==> src/rtl/pix_crypt_pkg.sv <==
package pix_crypt_pkg;

    localparam int ADDR_W    = 12;
    localparam int DATA_W    = 16;
    localparam int NIB_W     = 4;
    localparam int BYTE_W    = 2 * NIB_W;
    localparam int N_BYTES   = DATA_W / BYTE_W;

    localparam int DEF_BASE  = 1024;
    localparam int DEF_SIDE  = 24;
    localparam int DEF_END   = (1 << ADDR_W) - 1;

    typedef enum logic [2:0] {
        ST_IDLE,
        ST_READ,
        ST_LAT,
        ST_WRITE,
        ST_MARK,
        ST_FIN
    } eng_state_e;

    typedef struct packed {
        logic              rd;
        logic              wr;
        logic [ADDR_W-1:0] addr;
        logic [DATA_W-1:0] data;
    } mem_req_t;

    function automatic logic [BYTE_W-1:0] swap_nibbles(input logic [BYTE_W-1:0] b);
        return {b[NIB_W-1:0], b[BYTE_W-1:NIB_W]};
    endfunction

endpackage

==> src/rtl/pix_crypt_cipher.sv <==
module pix_crypt_cipher
    import pix_crypt_pkg::*;
(
    input  logic [DATA_W-1:0] din,
    output logic [DATA_W-1:0] dout
);

    logic [DATA_W-1:0] swapped;

    for (genvar b = 0; b < N_BYTES; b++) begin : g_byte
        assign swapped[b*BYTE_W +: BYTE_W] = swap_nibbles(din[b*BYTE_W +: BYTE_W]);
    end

    // Subtraction from all ones: never borrows, so equals bitwise inversion.
    assign dout = {DATA_W{1'b1}} - swapped;

    // output and swapped word share no set bit and together fill the word
    always_comb begin
        a_r3_full_inversion: assert (((dout & swapped) == '0) && ((dout | swapped) == '1) || $isunknown(din));
    end

endmodule

==> src/rtl/pix_crypt_addr_gen.sv <==
module pix_crypt_addr_gen
    import pix_crypt_pkg::*;
#(
    parameter int BASE      = DEF_BASE,
    parameter int NUM_WORDS = DEF_SIDE * DEF_SIDE
) (
    input  logic              clk,
    input  logic              rst,
    input  logic              clear,
    input  logic              step,
    output logic [ADDR_W-1:0] addr,
    output logic              last
);

    localparam int IDX_W = (NUM_WORDS > 1) ? $clog2(NUM_WORDS) : 1;
    localparam logic [IDX_W-1:0] IDX_LAST = IDX_W'(NUM_WORDS - 1);

    logic [IDX_W-1:0] idx;

    always_ff @(posedge clk) begin
        if (rst || clear) begin
            idx <= '0;
        end else if (step && !last) begin
            idx <= idx + 1'b1;
        end
    end

    assign last = (idx == IDX_LAST);
    assign addr = ADDR_W'(BASE) + ADDR_W'(idx);

    // index never runs past the final image word
    a_r4_idx_bounded: assert property (@(posedge clk) disable iff (rst)
        idx <= IDX_LAST);

    // a step moves to the next word, one at a time
    a_r4_idx_steps_by_one: assert property (@(posedge clk) disable iff (rst)
        (step && !clear && !last) |=> (addr == $past(addr) + 1'b1));

endmodule

==> src/rtl/pix_crypt_ctrl.sv <==
module pix_crypt_ctrl
    import pix_crypt_pkg::*;
(
    input  logic       clk,
    input  logic       rst,
    input  logic       go,
    input  logic       last,
    output eng_state_e state,
    output logic       clear,
    output logic       step
);

    eng_state_e nxt;

    always_comb begin
        nxt = state;
        unique case (state)
            ST_IDLE:  if (go) nxt = ST_READ;
            ST_READ:  nxt = ST_LAT;
            ST_LAT:   nxt = ST_WRITE;
            ST_WRITE: nxt = last ? ST_MARK : ST_READ;
            ST_MARK:  nxt = ST_FIN;
            ST_FIN:   nxt = ST_IDLE;
            default:  nxt = ST_IDLE;
        endcase
    end

    always_ff @(posedge clk) begin
        if (rst) begin
            state <= ST_IDLE;
        end else begin
            state <= nxt;
        end
    end

    assign clear = (state == ST_IDLE) && go;
    assign step  = (state == ST_WRITE);

    // once a job is running it only returns to idle through the finish state
    a_r8_no_early_idle: assert property (@(posedge clk) disable iff (rst)
        (state != ST_IDLE && state != ST_FIN) |=> (state != ST_IDLE));

    // finish state lasts one cycle and follows the marker write
    a_r7_fin_after_mark: assert property (@(posedge clk) disable iff (rst)
        (state == ST_FIN) |-> ($past(state) == ST_MARK));

endmodule

==> src/rtl/pix_crypt_engine.sv <==
module pix_crypt_engine
    import pix_crypt_pkg::*;
#(
    parameter int IMG_BASE = DEF_BASE,
    parameter int IMG_SIDE = DEF_SIDE,
    parameter int END_ADDR = DEF_END
) (
    input  logic              clk,
    input  logic              rst,
    input  logic              go,
    output logic              done,
    output logic [ADDR_W-1:0] mem_addr,
    output logic              mem_rd_en,
    output logic              mem_wr_en,
    output logic [DATA_W-1:0] mem_wdata,
    input  logic [DATA_W-1:0] mem_rdata
);

    localparam int IMG_WORDS = IMG_SIDE * IMG_SIDE;
    localparam int IMG_LAST  = IMG_BASE + IMG_WORDS - 1;

    eng_state_e        state;
    logic              clear;
    logic              step;
    logic              last;
    logic [ADDR_W-1:0] pix_addr;
    logic [DATA_W-1:0] enc_word;
    logic [DATA_W-1:0] enc_q;
    mem_req_t          req;

    pix_crypt_ctrl u_ctrl (
        .clk   (clk),
        .rst   (rst),
        .go    (go),
        .last  (last),
        .state (state),
        .clear (clear),
        .step  (step)
    );

    pix_crypt_addr_gen #(
        .BASE      (IMG_BASE),
        .NUM_WORDS (IMG_WORDS)
    ) u_addr (
        .clk   (clk),
        .rst   (rst),
        .clear (clear),
        .step  (step),
        .addr  (pix_addr),
        .last  (last)
    );

    pix_crypt_cipher u_cipher (
        .din  (mem_rdata),
        .dout (enc_word)
    );

    // Read data returns during the latency cycle; capture the scrambled word there.
    always_ff @(posedge clk) begin
        if (rst) begin
            enc_q <= '0;
        end else if (state == ST_LAT) begin
            enc_q <= enc_word;
        end
    end

    always_comb begin
        req      = '0;
        req.addr = pix_addr;
        unique case (state)
            ST_READ:  req.rd = 1'b1;
            ST_WRITE: begin
                req.wr   = 1'b1;
                req.data = enc_q;
            end
            ST_MARK:  begin
                req.wr   = 1'b1;
                req.addr = ADDR_W'(END_ADDR);
                req.data = '0;
            end
            default:  ;
        endcase
    end

    assign mem_addr  = req.addr;
    assign mem_rd_en = req.rd;
    assign mem_wr_en = req.wr;
    assign mem_wdata = req.data;
    assign done      = (state == ST_FIN);

    // one access per cycle
    a_r9_single_access: assert property (@(posedge clk) disable iff (rst)
        !(mem_rd_en && mem_wr_en));

    // reads stay inside the image window
    a_r4_read_in_image: assert property (@(posedge clk) disable iff (rst)
        mem_rd_en |-> (mem_addr >= ADDR_W'(IMG_BASE) && mem_addr <= ADDR_W'(IMG_LAST)));

    // a pixel write lands on the address read two cycles earlier
    a_r4_write_in_place: assert property (@(posedge clk) disable iff (rst)
        (mem_wr_en && mem_addr != ADDR_W'(END_ADDR)) |-> ($past(mem_rd_en, 2) && mem_addr == $past(mem_addr, 2)));

    // the marker write carries zero
    a_r6_marker_zero: assert property (@(posedge clk) disable iff (rst)
        (mem_wr_en && mem_addr == ADDR_W'(END_ADDR)) |-> (mem_wdata == '0));

    // done is a single-cycle pulse
    a_r7_done_pulse: assert property (@(posedge clk) disable iff (rst)
        done |=> !done);

endmodule

==> config.mk <==
export PLATFORM = sky130hd
export DESIGN_NAME = pix_crypt_engine
export DESIGN_NICKNAME = d
export VERILOG_FILES = /design/src/rtl/pix_crypt_pkg.sv /design/src/rtl/pix_crypt_cipher.sv /design/src/rtl/pix_crypt_addr_gen.sv /design/src/rtl/pix_crypt_ctrl.sv /design/src/rtl/pix_crypt_engine.sv
export SDC_FILE = /design/constraint.sdc
export NUM_CORES = 1
export LEC_CHECK = 0
export ABC_AREA = 1
export BUFFER_PORTS_ARGS = -buffer_cell sky130_fd_sc_hd__buf_4
export CAP_MARGIN = 20
export CORE_ASPECT_RATIO = 0.8
export CORE_MARGIN = 3
export CORE_UTILIZATION = 45
export CTS_BUF_LIST = sky130_fd_sc_hd__clkbuf_2
export DETAILED_ROUTE_END_ITERATION = 8
export PLACE_DENSITY = 0.74
export SLEW_MARGIN = 30
export SYNTH_ARGS = -nofsm -noshare
export SYNTH_HDL_FRONTEND = slang
export SYNTH_HIERARCHICAL = 1
export SYNTH_SLANG_ARGS = --single-unit
==> constraint.sdc <==
create_clock -name clk -period 1.4 [get_ports clk]
set_input_delay 0.28 -clock clk [delete_from_list [all_inputs] [get_ports clk]]
set_output_delay 0.28 -clock clk [all_outputs]
set_load 0.02 [all_outputs]
==> results.json <==
{
  "status": "finished, violations left",
  "violations": "negative setup slack",
  "worst-path-buf-inv": 3,
  "critical-path-top-delay-family": "flip-flops",
  "vias": 1907,
  "ctsHoldBuffers": 0,
  "antenna_found_initial": 0,
  "fmax_mhz": 619,
  "drc": 0,
  "cts_tree": "built",
  "critical_path_required_ps": 1120,
  "die_area_sq_um": 4530,
  "synth_top_family_by_area": "simple AND/OR/NAND/NOR gates",
  "die_y_um": 60.8,
  "path_class": "reg -> out",
  "ys_seq_area_share_pct": 34.4,
  "design_area_sq_um": 2710,
  "power_w": 0.00315,
  "critPathArrivalTime_ps": 1340,
  "synth_area_per_cell_sq_um": 5.92,
  "n_fill_cell": 260,
  "synth.area.mux_share_pct": 0,
  "post_dp_cell_area_sq_um": 2160,
  "postRouteAntennaNets": 0,
  "syn_to_final_growth_pct": 60.4,
  "synth.distinct_cells": 26,
  "multiInputGateArea_sq_um": 1070,
  "drive_gt1_share_pct": 38.6,
  "clock_sinks": 29,
  "diodes": 0,
  "min_period_ps": 1620,
  "htree_levels": 2,
  "end_kind": "output port",
  "synth_cells": 285,
  "period_share_pct": 115,
  "grt_usage_pct": 19.2,
  "dp_hpwl_um": 2620,
  "grt_max_degree": 33,
  "vias_per_cell": 4.80,
  "dr.first_iter.drc_count": 185,
  "insertion_delay_ps": 380,
  "clock_path_buffers": 2,
  "gp_congestion": 0.865,
  "worst_path_max_delay_cell": "dfxtp_4",
  "synth-seq-cells": 29,
  "slew_violations": 0,
  "syn_nets": 305,
  "synth_edf_count": 0,
  "crit_chain": "inv_4 > nand3_4 > buf_16 > nor2_4 > buf_6",
  "coreArea_sq_um": 3520,
  "drtPass1Iterations": 4,
  "p_leak_nw": 1.40,
  "cts_root_buf": "clkbuf_2",
  "ys_warn_count": 6,
  "start_util_pct": 48.0,
  "grt_pass1_vias": 1536,
  "setup_ws_ps": -217,
  "ir_drop_mv": 1.11,
  "cts.reportedPaths.clkPinSlew_ps": 150,
  "cap_violations": 0,
  "rsz0062_at_grt": "true",
  "io_buffer_count": 48,
  "powerDensity_nw_per_um2": 1160,
  "finalHoldViolCount": 0,
  "totalWireLength_um": 4970,
  "setup_violations": 33,
  "synth_area_sq_um": 1690,
  "yosys.area_share.adder_pct": 0.741,
  "cts_made_buffers": 5,
  "wl_per_cell_um": 12.5,
  "grt_pass1_wl_um": 6580,
  "core.rowCount": 19,
  "synth_compound_area_share_pct": 3.78,
  "synth_ff_type": "dfxtp_1",
  "seqCellArea_sq_um": 594,
  "slowest_delay_ps": 380,
  "hp-class": "in -> reg",
  "grt-ovfl-total": 0,
  "synth_xor_area_share_pct": 0,
  "boundaryPins": 50,
  "worstPathMaxFanout": 8,
  "final_nets": 375,
  "synthArstFlopShare_pct": 0,
  "finClkSkew_ps": 14.9,
  "crit_path_start_kind": "flip-flop",
  "synth-simple-area-share_pct": 41.4,
  "die_x_um": 74.5
}
-- registers in the layout, summed over array words and instances (netlist names) --
signal / count
enc_q: 16
u_addr/idx: 10
u_ctrl/state: 3
-- metrics by stage --
| stage | hold slack (ps) | util, % | setup TNS [ps] | setup slack (ps) | instances |
|---|---|---|---|---|---|
| final | 150 | 77.0 | -5870 | -217 | 397 |
| after global routing | 139 | 77.0 | -8580 | -283 | 397 |
| after CTS | 140 | 70.4 | -4890 | -212 | 393 |
| after detailed placement | 494 | 61.3 | -9.03 | -9.03 | 379 |
| after global placement | 486 | 61.3 | 0 | 1.26 | 379 |
| after floorplan | 420 | - | 0 | 21.9 | 285 |
-- cell usage in the layout (no fill, tap or decap) --
master     count
nor2_1        49
buf_16         1
clkinv_1       2
nand2_4        7
a21boi_0       1
nor2_4        15
nor3b_1        1
buf_2          1
nor3_2         2
clkbuf_2       6
nand3_1       12
o21bai_1       1
o21ai_2        1
ha_4           1
conb_1         2
nand2_8        1
clkbuf_16      1
nand4_1        1
buf_6         27
dfxtp_1       24
inv_2          3
nor2_2         7
buf_4         40
nor3_4         2
nor2_8         1
o21ai_1        1
dfxtp_2        2
buf_12         2
inv_4          2
inv_1         60
a21oi_2        1
nand4_4        1
dfxtp_4        3
a21oi_1        6
nand2_2        6
nand3b_1       1
nand3_2        2
nand3_4        1
nand2_1       57
nor4_2         1
-- layout make-up --
class | count | share of cell area [%]
inverters | 66 | 9.33
multi-input cells | 181 | 39.6
well taps | 42 | 1.94
flip-flops and latches | 29 | 22.0
clock buffers | 6 | 1.11
repair buffers | 72 | 25.9
clock inverters | 1 | 0.139
-- worst reg2reg max path: cells and delay by family, from the launching register on --
family,cells,cell delay (ps)
compound gates,1,200
buf+inv,1,190
flops,1,450
simple gates,4,560
-- worst paths after layout --
path                    to  cells after the start       startpoint  slack (ps)
max           mem_wdata[5]                      5  u_ctrl/state[2]        -220
min              enc_q[10]                      4    mem_rdata[14]         150
max reg2reg  u_addr/idx[2]                      6    u_addr/idx[2]        -100
min reg2reg      enc_q[12]                      4        enc_q[12]         550
-- kinds of logic (layout without fill, tap and decap cells) --
kind of cell / Yosys count / after routing
compound gates: 11 / 11
other cells: 2 / 2
buf+inv: 76 / 145
simple gates: 166 / 167
fa+ha+maj: 1 / 1
flops: 29 / 29
-- cell usage after synthesis (2+ instances only) --
cell	count	area, sq um
nor2_2	2	12.5
inv_1	61	229
nand3_1	13	65.1
buf_4	3	22.5
nand2_1	70	263
nor3_1	4	20.0
a21oi_1	7	35.0
nor2_1	69	259
conb_1	2	7.51
inv_2	4	15.0
buf_6	3	33.8
dfxtp_1	29	581
nand3_2	2	20.0
buf_2	4	20.0
-- layer usage --
| metal | global-route usage (%) | up-vias | part of all wire [%] |
|---|---|---|---|
| met5 | 0 | - | 0 |
| met4 | 8.88 | 0 | 2.0 |
| met3 | 4.97 | 11 | 6.9 |
| met2 | 30.5 | 74 | 48 |
| met1 | 24.5 | 856 | 43 |
| li1 | - | 966 | - |
-- power by group --
group	total (W)	leakage (nW)	internal, W	switching [W]
logic	0.00161	1.14	0.000655	0.000960
clock network	0.000416	0.0265	0.000116	0.000299
registers	0.00112	0.239	0.00102	0.0000996
-- repair_timing --
| action | CTS | global route |
|---|---|---|
| pin swaps | 3 | 3 |
| resized for setup | 59 | 48 |
| gates cloned | 2 | 2 |
| endpoints found under the setup margin | 33 | 42 |
| buffers inserted | 5 | 2 |
Note: power is estimated with default switching activity, not from simulation.
